**src/rtl/upk_pkg.sv**
```systemverilog
package upk_pkg;

    typedef enum logic [1:0] {
        ST_EMPTY = 2'd0,
        ST_ISSUE = 2'd1,
        ST_FAULT = 2'd2
    } upk_state_e;

    // Long-form rule: the top octal digit of the opcode is 5 or 6.
    function automatic logic op_is_long(input int unsigned code, input int unsigned op_w);
        int unsigned top;
        top = (code >> (op_w - 3)) & 7;
        return (top == 5) || (top == 6);
    endfunction

endpackage

```
**src/rtl/upk_len_table.sv**
```systemverilog
module upk_len_table
    import upk_pkg::*;
#(
    parameter int OP_W = 6
) (
    input  logic [OP_W-1:0] op,
    output logic            is_long
);
    localparam int N_OPS = 1 << OP_W;

    logic [N_OPS-1:0] long_mask;

    for (genvar g = 0; g < N_OPS; g++) begin : g_mask
        assign long_mask[g] = op_is_long(g, OP_W);
    end

    assign is_long = long_mask[op];
endmodule

```
**src/rtl/upk_window.sv**
```systemverilog
module upk_window #(
    parameter int WORD_W   = 60,
    parameter int PARCEL_W = 15,
    parameter int POS_W    = 2
) (
    input  logic [WORD_W-1:0]     word,
    input  logic [POS_W-1:0]      pos,
    output logic [2*PARCEL_W-1:0] win
);
    localparam int WIN_W = 2 * PARCEL_W;

    logic [WORD_W-1:0] aligned;

    // Bring the current parcel to the top of the word; the next parcel follows it.
    assign aligned = word << (PARCEL_W * pos);
    assign win     = aligned[WORD_W-1 -: WIN_W];
endmodule

```
**src/rtl/upk_fields.sv**
```systemverilog
module upk_fields #(
    parameter int PARCEL_W = 15,
    parameter int OP_W     = 6,
    parameter int REG_W    = 3,
    parameter int KONST_W  = 18
) (
    input  logic [2*PARCEL_W-1:0] win,
    input  logic                  is_long,
    output logic [OP_W-1:0]       op,
    output logic [REG_W-1:0]      ri,
    output logic [REG_W-1:0]      rj,
    output logic [REG_W-1:0]      rk,
    output logic [KONST_W-1:0]    konst
);
    localparam int WIN_W = 2 * PARCEL_W;
    localparam int RI_HI = WIN_W - 1 - OP_W;
    localparam int RJ_HI = RI_HI - REG_W;
    localparam int RK_HI = RJ_HI - REG_W;

    assign op = win[WIN_W-1 -: OP_W];
    assign ri = win[RI_HI -: REG_W];
    assign rj = win[RJ_HI -: REG_W];

    // The third register field and the constant overlap; only one is live per form.
    always_comb begin
        if (is_long) begin
            rk    = '0;
            konst = win[KONST_W-1:0];
        end else begin
            rk    = win[RK_HI -: REG_W];
            konst = '0;
        end
    end
endmodule

```
**src/rtl/upk_unpacker.sv**
```systemverilog
module upk_unpacker
    import upk_pkg::*;
#(
    parameter  int WORD_W   = 60,
    parameter  int PARCEL_W = 15,
    parameter  int OP_W     = 6,
    parameter  int REG_W    = 3,
    localparam int KONST_W  = 2 * PARCEL_W - OP_W - 2 * REG_W
) (
    input  logic               clk,
    input  logic               rst_n,
    input  logic [WORD_W-1:0]  in_word,
    input  logic               in_valid,
    output logic               in_ready,
    input  logic               flush,
    output logic               out_valid,
    input  logic               out_ready,
    output logic [OP_W-1:0]    out_op,
    output logic [REG_W-1:0]   out_ri,
    output logic [REG_W-1:0]   out_rj,
    output logic [REG_W-1:0]   out_rk,
    output logic [KONST_W-1:0] out_konst,
    output logic               out_long,
    output logic               pack_err
);
    localparam int NPARCEL = WORD_W / PARCEL_W;
    localparam int POS_W   = $clog2(NPARCEL);
    localparam int CNT_W   = POS_W + 1;
    localparam int WIN_W   = 2 * PARCEL_W;

    upk_state_e        state_q, state_d;
    logic [POS_W-1:0]  pos_q, pos_d;
    logic [WORD_W-1:0] word_q;
    logic [WIN_W-1:0]  win;
    logic              cur_long;
    logic [CNT_W-1:0]  pos_next;
    logic              split_long;

    upk_window #(
        .WORD_W  (WORD_W),
        .PARCEL_W(PARCEL_W),
        .POS_W   (POS_W)
    ) u_window (
        .word(word_q),
        .pos (pos_q),
        .win (win)
    );

    upk_len_table #(
        .OP_W(OP_W)
    ) u_len (
        .op     (win[WIN_W-1 -: OP_W]),
        .is_long(cur_long)
    );

    upk_fields #(
        .PARCEL_W(PARCEL_W),
        .OP_W    (OP_W),
        .REG_W   (REG_W),
        .KONST_W (KONST_W)
    ) u_fields (
        .win    (win),
        .is_long(cur_long),
        .op     (out_op),
        .ri     (out_ri),
        .rj     (out_rj),
        .rk     (out_rk),
        .konst  (out_konst)
    );

    assign out_long   = cur_long;
    assign pos_next   = {1'b0, pos_q} + (cur_long ? CNT_W'(2) : CNT_W'(1));
    assign split_long = cur_long && (pos_next > CNT_W'(NPARCEL));

    // Next state and parcel position
    always_comb begin
        state_d = state_q;
        pos_d   = pos_q;
        unique case (state_q)
            ST_EMPTY: begin
                if (in_valid) begin
                    state_d = ST_ISSUE;
                    pos_d   = '0;
                end
            end
            ST_ISSUE: begin
                if (flush) begin
                    state_d = ST_EMPTY;
                end else if (split_long) begin
                    state_d = ST_FAULT;
                end else if (out_ready) begin
                    if (pos_next >= CNT_W'(NPARCEL)) begin
                        state_d = ST_EMPTY;
                    end else begin
                        pos_d = pos_next[POS_W-1:0];
                    end
                end
            end
            ST_FAULT: begin
                state_d = ST_EMPTY;
            end
            default: begin
                state_d = ST_EMPTY;
            end
        endcase
    end

    // State register
    always_ff @(posedge clk or negedge rst_n) begin
        if (!rst_n) begin
            state_q <= ST_EMPTY;
            pos_q   <= '0;
        end else begin
            state_q <= state_d;
            pos_q   <= pos_d;
        end
    end

    // Held word
    always_ff @(posedge clk or negedge rst_n) begin
        if (!rst_n) begin
            word_q <= '0;
        end else if (state_q == ST_EMPTY && in_valid) begin
            word_q <= in_word;
        end
    end

    // Handshake and status outputs
    always_comb begin
        in_ready  = 1'b0;
        out_valid = 1'b0;
        pack_err  = 1'b0;
        unique case (state_q)
            ST_EMPTY: in_ready  = 1'b1;
            ST_ISSUE: out_valid = !split_long;
            ST_FAULT: pack_err  = 1'b1;
            default:  ;
        endcase
    end
endmodule

```
**config.mk**
```make
export PLATFORM = sky130hd
export DESIGN_NAME = upk_unpacker
export DESIGN_NICKNAME = d
export VERILOG_FILES = /design/src/rtl/upk_pkg.sv /design/src/rtl/upk_len_table.sv /design/src/rtl/upk_window.sv /design/src/rtl/upk_fields.sv /design/src/rtl/upk_unpacker.sv
export SDC_FILE = /design/constraint.sdc
export NUM_CORES = 1
export LEC_CHECK = 0
export ABC_AREA = 1
export ABC_CLOCK_PERIOD_IN_PS = 5300
export BUFFER_PORTS_ARGS = -buffer_cell sky130_fd_sc_hd__buf_2
export CAP_MARGIN = 20
export CORE_UTILIZATION = 41
export CTS_CLUSTER_DIAMETER = 120
export DETAILED_ROUTE_END_ITERATION = 12
export PLACE_DENSITY = 0.66
export SYNTH_ARGS = -nofsm -noshare
export SYNTH_HDL_FRONTEND = slang
export SYNTH_SLANG_ARGS = --single-unit
```
**constraint.sdc**
```tcl
create_clock -name clk -period 5.3 [get_ports clk]
set_clock_uncertainty 0.05 [all_clocks]
set_input_delay 0.53 -clock clk [delete_from_list [all_inputs] [get_ports clk]]
set_output_delay 0.53 -clock clk [all_outputs]
set_load 0.01 [all_outputs]
```
## Yosys cells after proc, flatten, opt, wreduce, memory -nomap -nowiden

Memories as Yosys holds them, arrays and structs flattened.
Cells that the tools add are included.

- Flip-flop bits (word level): 64
- Memory bits (read-only): 64
- Bits of input ports: 65
- Output and inout port bits: 37
- Logic and storage cells: 45
- Memories kept: 1

Memories:

| name | words | width | read ports | clocked after Yosys merged registers in | wr ports | RTL line | text |
|---|---|---|---|---|---|---|---|
| (no name shown) | 64 | 1 | 1 | 0 | 0 | upk_len_table.sv:17 | `assign is_long = long_mask[op];` |

- Add/subtract/negate cells: 1
- $mul: 1
- Magnitude comparators: 3
- Equal/unequal tests: 9
- Shifts and indexed selects: 1
- Mux-type cells: 19
- Reduce and logical (&&, ||, !) cells: 7

Operators by type and width:

| cell | count |
|---|---|
| $shl 60x6->60 | 1 |
| $mux 2 | 11 |
| $mux 18 | 1 |
| $ne 2x2->1 const B | 5 |
| $ne 4x4->1 const B | 2 |
| $pmux 2 s2 | 2 |
| $lt 6x7->1 const B | 1 |
| $mul 4x2->6 const A | 1 |
| $reduce_and 6->1 | 1 |
| $mux 1 | 4 |
| $add 2x2->3 | 1 |
| $ge 3x3->1 const B | 1 |
| $gt 3x3->1 const B | 1 |
| $mux 3 | 1 |
| $reduce_and 3->1 | 1 |
| $eq 2x1->1 const B | 1 |
| $eq 2x2->1 const B | 1 |
| $logic_and 1x1->1 | 2 |
| $logic_not 2->1 | 1 |
| $reduce_bool 2->1 | 1 |
| $logic_not 1->1 | 1 |

## Logic depth before layout (Yosys ltp)

Gate-level depths: netlist of run 1.

- Depth in word-level cells: 12
- Mapped depth: 26
- Gate-level depth less buffers: 20

## Modules after synthesis

A second synthesis of run 1 with hierarchy kept.

- Cells, all modules: 1003
- Area total of the unflattened synthesis: 5914.4 um^2

By module, submodules not included:

| module | times used | cells an instance | area each (um^2) | sequential area each (um^2) |
|---|---|---|---|---|
| upk_window | 1 | 647 | 3016.6 | 0.0 |
| upk_unpacker | 1 | 296 | 2612.5 | 1601.5 |
| upk_fields | 1 | 56 | 270.3 | 0.0 |
| upk_len_table | 1 | 4 | 15.0 | 0.0 |

## Worst setup path before layout of run 1

Ideal clock, no wire load.

- Path kind: reg2out
- Start point: register pos_q[0]
- End point: output out_valid
- Arrival time: 3439 ps
- Data required time: 4720 ps
- Path slack: 1281 ps
- Stages on the path, launching flop included: 26
- Path buffers: 6
- Path through: dfrtp_1 -> buf_6 -> inv_6 -> buf_6 -> buf_2 -> ha_1 -> buf_4 -> inv_2 -> buf_2 -> nand3_1 -> nand3_1 -> nand2_1 -> inv_1 -> nand2_1 -> nand2_1 -> nand2_2 -> nand2_2 -> nand3_4 -> buf_6 -> ha_1 -> inv_1 -> fa_1 -> a21oi_1 -> nand4_1 -> nand2_1 -> inv_1

- Longest elaborated chain between the ends: 10

RTL lines:

| item | RTL line | text |
|---|---|---|
| start: declaration | upk_unpacker.sv:32 | `logic [POS_W-1:0] pos_q, pos_d;` |
| start signal: assignment | upk_unpacker.sv:115 | `pos_q <= pos_d;` |
| $mul 4x2->6 (*) | upk_window.sv:15 | `assign aligned = word << (PARCEL_W * pos);` |
| $shl 60x6->60 (*) | upk_window.sv:15 |  |
| via out_op[3] | upk_unpacker.sv:18 | `output logic [OP_W-1:0] out_op,` |
| $mem_v2 64x1 (*) | - |  |
| $mux 1 (implied by the code) (*) | upk_len_table.sv:17 |  |
| $mux 2 | upk_unpacker.sv:72 | `assign pos_next = {1'b0, pos_q} + (cur_long ? CNT_W'(2) : CNT_W'(1));` |
| $add 2x2->3 | upk_unpacker.sv:72 |  |
| $gt 3x3->1 | upk_unpacker.sv:73 | `assign split_long = cur_long && (pos_next > CNT_W'(NPARCEL));` |
| $logic_and 1x1->1 (*) | upk_unpacker.sv:73 |  |
| $logic_not 1->1 (*) | upk_unpacker.sv:135 | `ST_ISSUE: out_valid = !split_long;` |
| $mux 1 (*) | upk_unpacker.sv:133 | `unique case (state_q)` |
| end: declaration | upk_unpacker.sv:16 | `output logic out_valid,` |

The timed path passes the listed nets; every way through them passes the cells marked *. The select of a mux whose other input is x is not followed.

## Worst setup path in the final report of run 1

- Start point: register pos_q[1]
- End point: output out_valid

- Longest elaborated chain between the ends: 10

RTL lines:

| item | RTL line |
|---|---|
| $mul 4x2->6 | upk_window.sv:15 |
| $shl 60x6->60 | upk_window.sv:15 |
| $mem_v2 64x1 | - |
| $mux 1 (implied by the code) | upk_len_table.sv:17 |
| $mux 2 | upk_unpacker.sv:72 |
| $add 2x2->3 | upk_unpacker.sv:72 |
| $gt 3x3->1 | upk_unpacker.sv:73 |
| $logic_and 1x1->1 (*) | upk_unpacker.sv:73 |
| $logic_not 1->1 (*) | upk_unpacker.sv:135 |
| $mux 1 (*) | upk_unpacker.sv:133 |

Mark *: on every way between the ends. The rest lies on a longest branch, timed or not. The select of a mux whose other input is x is not followed.

==> results.md, run 1 <==
- Post-synthesis instance total: approximately 760
- Drt pass-1 iters: 5
- Worst r2r src: pos_q[1]
- Setup ws final: between 0.7 and 0.8 ns
- Worst-case reg-to-reg path depth: 19
- Worst R2R Setup Slack: roughly 1.6 ns
- Number of synthesized flops with an enable pin: 0
- Root buf cell: clkbuf_16
- Post-Route WL: roughly 17000 um
- First-pass GRT wire length: roughly 27000 um
- Vias in the first global route: 5083
- Final Hold Viols: 0
- Placed instance count: a little under 1000
- Mapped cell area: about 0.0055 sq mm
- DR iter-0 viols: a little over 600
- ANT cells: 0
- Worst min path class: input port to async pin
- Crit path kind: flip-flop to output port
- Finished Layout Cells: ~1000
- H-tree Lvls: 3
- Yosys cell types: 41
- PostCTS Resize Cnt: 0
- Post-CTS setup buffer count: 0
- Crit. End Element: output port
- RSZ-0062 raised after global routing: no
- Setup-failing EPs final: 0
- Final net count: ~900
- Max-cap viol count: 0
- Inserted Clock Buffers: 9
- Post-cts hold buffer count: 0
- Port Buffers: between 100 and 150
- Peak fanout along the critical path: 43
- Largest net degree at the start of global routing: between 60 and 70
- Net Count, Synth: between 800 and 900
- Avg Cell Area, Syn: slightly above 7 sq um
- Crit path DAT: around 4.0 ns
- Post-synth top area cell: dfrtp_1
- Worst-Skew Late Latency: approximately 0.33 ns
- Worst-path clk slew: roughly 0.05 ns
- Area grow syn2layout: 13.3%
- Layout cell share with drive strength beyond 1: 27.9%
- Max Fclk: around 220 MHz
- Die Area: 0.0138 sq mm
- FP Rows: ~40
- HPWL Detailed: approximately 13000 um
- Synth top area share: ~29%
- Async set-reset flop share out of synthesis: between 90% and 100%
- Critical Path Start Type: flip-flop
- Initial antenna violation count: 0
- Worst EP required: about 4.7 ns
- Placed standard-cell area: between 0.005 and 0.006 sq mm
- Register area share after synthesis: roughly 29%
- Worst Tran Pin Value: 0.797 ns
- GRT Overall Usage: approximately 24%
- Placer Congestion: 0.933
- Die H: approximately 120 um
- Worst r2r dst: state_q[0]
- Antenna Nets Post-Route: 0
- Seq cells post-synth: 64
- Outcome: finished clean
- Max-slew violations: 0
- Pre-CTS setup slack: roughly 1.1 ns
- CTS Buffer Depth: 2
- Routed via count: 5564
- CTS tree: yes
- Fin area: roughly 0.0062 sq mm
- # clock sinks: 64
- Final min period: about 4.6 ns
- Final period util: between 80 and 90%
- Via density: 5.53
- Gr ovfl total: 0
- Mean routed wirelength per cell: ~17 um
- Relative slew slack: about 47%
- Main area contributors after synthesis: dfrtp_1 (29%), nand2_1 (15%), mux2_2 (11%)
- Die Width: approximately 120 um
- IO Pins: around 100
- Fin Setup TNS: 0 ns
- Core area: roughly 0.013 sq mm
- Top_reg_cell synth: dfrtp_1
- Starting density of the core: 42.8%
- Drt drc: 0
- Synth warn: 0
cell usage in the layout, fill, tap and decap left out, types with 2 or more instances in the layout:
cell type / synthesis / routed
o21a_1: 4 / 4
o221ai_1: 7 / 7
clkbuf_16: 0 / 9
buf_2: 16 / 101
o22ai_1: 5 / 5
nor2_2: 13 / 13
inv_1: 31 / 31
o21ai_0: 53 / 53
nor3_1: 2 / 2
ha_1: 5 / 5
mux2_2: 56 / 56
o211ai_1: 21 / 21
a21oi_1: 16 / 16
nand2_1: 215 / 214
a21oi_2: 3 / 3
o21ai_2: 3 / 3
or2_2: 5 / 5
nor2_1: 32 / 32
dfrtp_1: 64 / 63
a31oi_1: 15 / 15
buf_4: 9 / 14
nand2_2: 10 / 11
mux2i_1: 3 / 3
nand3_2: 6 / 6
clkinv_2: 0 / 2
clkbuf_1: 16 / 3
and2_0: 2 / 2
o21ai_1: 3 / 3
nand3_1: 113 / 113
inv_2: 4 / 4
a211oi_1: 3 / 3
nand4_1: 2 / 2
routing by layer:
metal  up-vias  routed length, um  track usage (%)
met1      2564               8000             36.4
met3        30               1320             4.89
met5         -                  0                0
met4         0                337             8.09
li1       2733                  -                -
met2       237               7060             34.9
state kept, by name (all words and copies together) (netlist names):
signal and flops:
state_q 2, pos_q 2, word_q 60
area by class of cell:
class / instances / area (sq um)
multi-input combinational: 604 / 3380
timing repair buffer: 115 / 611
sequential: 64 / 1600
clock buffer: 13 / 250
fill: 1363 / 6610
clock inverter: 3 / 17.5
inverter: 36 / 140
tap: 172 / 215
through the flow:
step | util, % | hold WS, ns
after CTS | 48.5 | 0.156
after global placement | 46.4 | 0.445
final | 48.5 | 0.149
after floorplan | - | 0.184
after detailed placement | 46.4 | 0.459
after global routing | 48.5 | 0.187
worst max-delay path, cell delays in order, from the launching register on:
cell,delay [ns]
dfrtp_1,0.39
inv_1,0.15
ha_1,0.28
inv_2,0.55
nand3_1,0.20
nand3_1,0.17
nand3_1,0.11
nand2_1,0.09
inv_1,0.05
nand2_1,0.06
nand2_2,0.06
nand2_2,0.11
nand3_4,0.14
ha_1,0.23
inv_1,0.06
fa_1,0.42
a21oi_1,0.16
nand4_1,0.16
nand2_1,0.10
inv_1,0.04
buf_2,0.13
synthesized netlist by cell type, types with 4 or more instances:
| cell | instances |
|---|---|
| buf_1 | 4 |
| nand3_2 | 6 |
| nand2_1 | 215 |
| buf_6 | 11 |
| nor2_2 | 13 |
| a21oi_1 | 16 |
| inv_1 | 31 |
| mux2_2 | 56 |
| nand2_2 | 10 |
| dfrtp_1 | 64 |
| ha_1 | 5 |
| o211ai_1 | 21 |
| buf_2 | 16 |
| clkbuf_1 | 16 |
| a31oi_1 | 15 |
| o21ai_0 | 53 |
| nor2_1 | 32 |
| or2_2 | 5 |
| o221ai_1 | 7 |
| nand3_1 | 113 |
| o21a_1 | 4 |
| buf_4 | 9 |
| inv_2 | 4 |
| o22ai_1 | 5 |
kinds of logic (layout without fill, tap and decap cells):
group,after synthesis,count (layout),synth area share [%]
simple gates,404,404,33.0
flops,64,64,29.2
compound gates,135,135,15.1
mux,59,59,12.0
fa+ha+maj,6,6,1.51
buf+inv,93,167,9.24
how the worst max path moves through the flow:
stage | startpoint | end | slack (ns) | cells past startpoint
CTS | pos_q[1] | out_valid | 0.74 | 20
global route | pos_q[1] | out_valid | 0.35 | 20
finish | pos_q[1] | out_valid | 0.72 | 20
floorplan | pos_q[0] | out_valid | 1.28 | 25
detailed placement | pos_q[1] | out_valid | 1.11 | 20
global placement | pos_q[1] | out_valid | 1.16 | 19
Power of run 1 is left out: the tool's default activity adds up to more than one toggle a clock period on the data nets, which glitch-free logic cannot reach.
==> run 2, diff against run 1 <==
--- a/config.mk
+++ b/config.mk
@@ -9,10 +9,12 @@
 export ABC_CLOCK_PERIOD_IN_PS = 5300
 export BUFFER_PORTS_ARGS = -buffer_cell sky130_fd_sc_hd__buf_2
 export CAP_MARGIN = 20
+export CELL_PAD_IN_SITES_DETAIL_PLACEMENT = 1
+export CELL_PAD_IN_SITES_GLOBAL_PLACEMENT = 1
 export CORE_UTILIZATION = 41
 export CTS_CLUSTER_DIAMETER = 120
 export DETAILED_ROUTE_END_ITERATION = 12
-export PLACE_DENSITY = 0.66
+export PLACE_DENSITY = 0.86
 export SYNTH_ARGS = -nofsm -noshare
 export SYNTH_HDL_FRONTEND = slang
 export SYNTH_SLANG_ARGS = --single-unit
==> run 2 against run 1 <==
  * Worst hold slack improved by 0.18 ns
  * Global-route usage increased by 6.6 points
  * Cell area decreased by 0.38%
  * Fmax decreased by 4.1%
  * Non-clock buffer count decreased by 3
  * Count of clock-buffer cells in the layout decreased by 2
  * Critical endpoint unchanged
  * Highest routed layer unchanged
==> results.md, run 2 (synthesis gave the netlist of run 1 again) <==
- Outcome: finished clean
- HPWL Detailed: 15800 um
- Worst-Skew Late Latency: between 0.3 and 0.4 ns
- Routed via count: ~5800
- Slowest Stage Delay on Critical Path: approximately 0.62 ns
- Vias in the first global route: 5908
- Final min period: roughly 4.8 ns
- Placer Congestion: between 0.9 and 1
- Max-slew violations: 0
- Worst r2r dst: state_q[0]
- First-pass GRT wire length: approximately 33000 um
- Worst path most repeated cell: inv_1
- Post-cts hold buffer count: 0
- IO Pins: 102
- Max-cap viol count: 0
- Relative slew slack: just over 40%
- RSZ-0062 raised after global routing: no
- Pre-CTS setup slack: a little over 0.9 ns
- H-tree Lvls: 3
- Setup ws final: around 0.53 ns
- Worst path bufs/invs: 6
- Max Fclk: ~210 MHz
- Worst R2R Setup Slack: approximately 1.4 ns
- Critical Path Start Type: flip-flop
- Core area: 0.0128 sq mm
- Die Area: around 0.014 sq mm
- Area grow syn2layout: 12.9%
- Worst-case reg-to-reg path depth: 19
- CTS tree: yes
- CTS Buffer Depth: 2
- Crit path DAT: 4.19 ns
- Worst r2r src: pos_q[1]
- Crit. End Element: output port
- Starting density of the core: a little over two fifths
- Initial antenna violation count: 0
- M1 WL: between 9000 and 10000 um
- # clock sinks: 64
- FP Rows: 41
- Largest register FFs: 60
- Die H: around 120 um
- Setup-failing EPs final: 0
- Gr ovfl total: 0
- Top routing layer in use: met4
- Drt drc: 0
- Die Width: about 120 um
- Met2 Wirelength: about 9700 um
- Drt pass-1 iters: 5
- Finished Layout Cells: roughly 1000
- Critical-path cell list: inv_1, ha_1, inv_2, nand3_1, nand3_1, nand3_1, nand2_1, inv_1, nand2_1, nand2_2, nand2_2, nand3_4, ha_1, inv_1, fa_1, a21oi_1, nand4_1, nand2_1, inv_1, buf_2
- Top Registers: word_q (60), pos_q (2), state_q (2)
- Worst-path clk slew: roughly 0.06 ns
- Port Buffers: roughly 100
- Largest net degree at the start of global routing: between 60 and 70
- Post-Route WL: 20900 um
- ANT cells: 0
- Commonest non-fill, non-tap cell in the layout: nand2_1
- Placed instance count: between 900 and 1000
- Antenna Nets Post-Route: 0
- GRT Overall Usage: a little under a third
- Met3 WL: 1050 um
- Inserted Clock Buffers: 9
- Final Hold Viols: 0
- Crit-path slowest cell: inv_2
- Final net count: about 900
- Fin Setup TNS: 0 ns
- Final period util: between 90% and 100%
- Post-CTS setup buffer count: 0
- Worst Tran Pin Value: 0.880 ns
- Commonest non-fill, non-tap cells in the layout: nand2_1 (214), nand3_1 (113), buf_2 (101)
- CP top delay family: simple AND/OR/NAND/NOR gates
- Worst min path class: input port to async pin
- Crit path kind: flip-flop to output port
- Mean routed wirelength per cell: 20.8 um
- Via density: roughly 5.7
- DR iter-0 viols: approximately 380
- Worst EP required: between 4 and 5 ns
- Largest Register: word_q
- Layout cell share with drive strength beyond 1: 27.8%
- Root buf cell: clkbuf_16
- Peak fanout along the critical path: 49
- PostCTS Resize Cnt: 0
## run 2: changes by cell type in the layout (fill, tap and decap cells not counted), sizes merged
cell      before  now
clkbuf        13   11
buf          115  112
clkinvlp       1    2
clkinv         2    3
## run 2: how the worst max path moves through the flow
| stage | endpoint | slack [ns] | from | depth (start not counted) |
|---|---|---|---|---|
| after floorplan | out_valid | 1.28 | pos_q[0] | 25 |
| after global placement | out_valid | 1.09 | pos_q[0] | 16 |
| final | out_valid | 0.53 | pos_q[1] | 20 |
| after global routing | out_valid | 0.19 | pos_q[1] | 20 |
| after CTS | out_valid | 0.54 | pos_q[1] | 20 |
| after detailed placement | out_valid | 0.92 | pos_q[1] | 20 |
## run 2: cell type report
cell class / instances / area, sq um
Fill cell: 1705 / 6630
Clock buffer: 11 / 233
Multi-Input combinational cell: 604 / 3380
Clock inverter: 5 / 33.8
Inverter: 36 / 140
Timing Repair Buffer: 112 / 588
Sequential cell: 64 / 1600
Tap cell: 172 / 215
## run 2: metal layers
layer,vias to the layer above,track usage (%)
met1,2834,42.4
li1,2723,-
met2,187,50.9
met3,23,4.26
met5,-,0
met4,0,9.46
## run 2: stage by stage
step	util (%)	instance area, sq um	hold WS, ns
after floorplan	-	5490	0.184
after global placement	46.2	5930	0.450
after detailed placement	46.2	5930	0.472
after CTS	48.3	6190	0.323
after global routing	48.3	6190	0.341
final	48.3	6190	0.331
Power of run 2 is left out for the same reason.
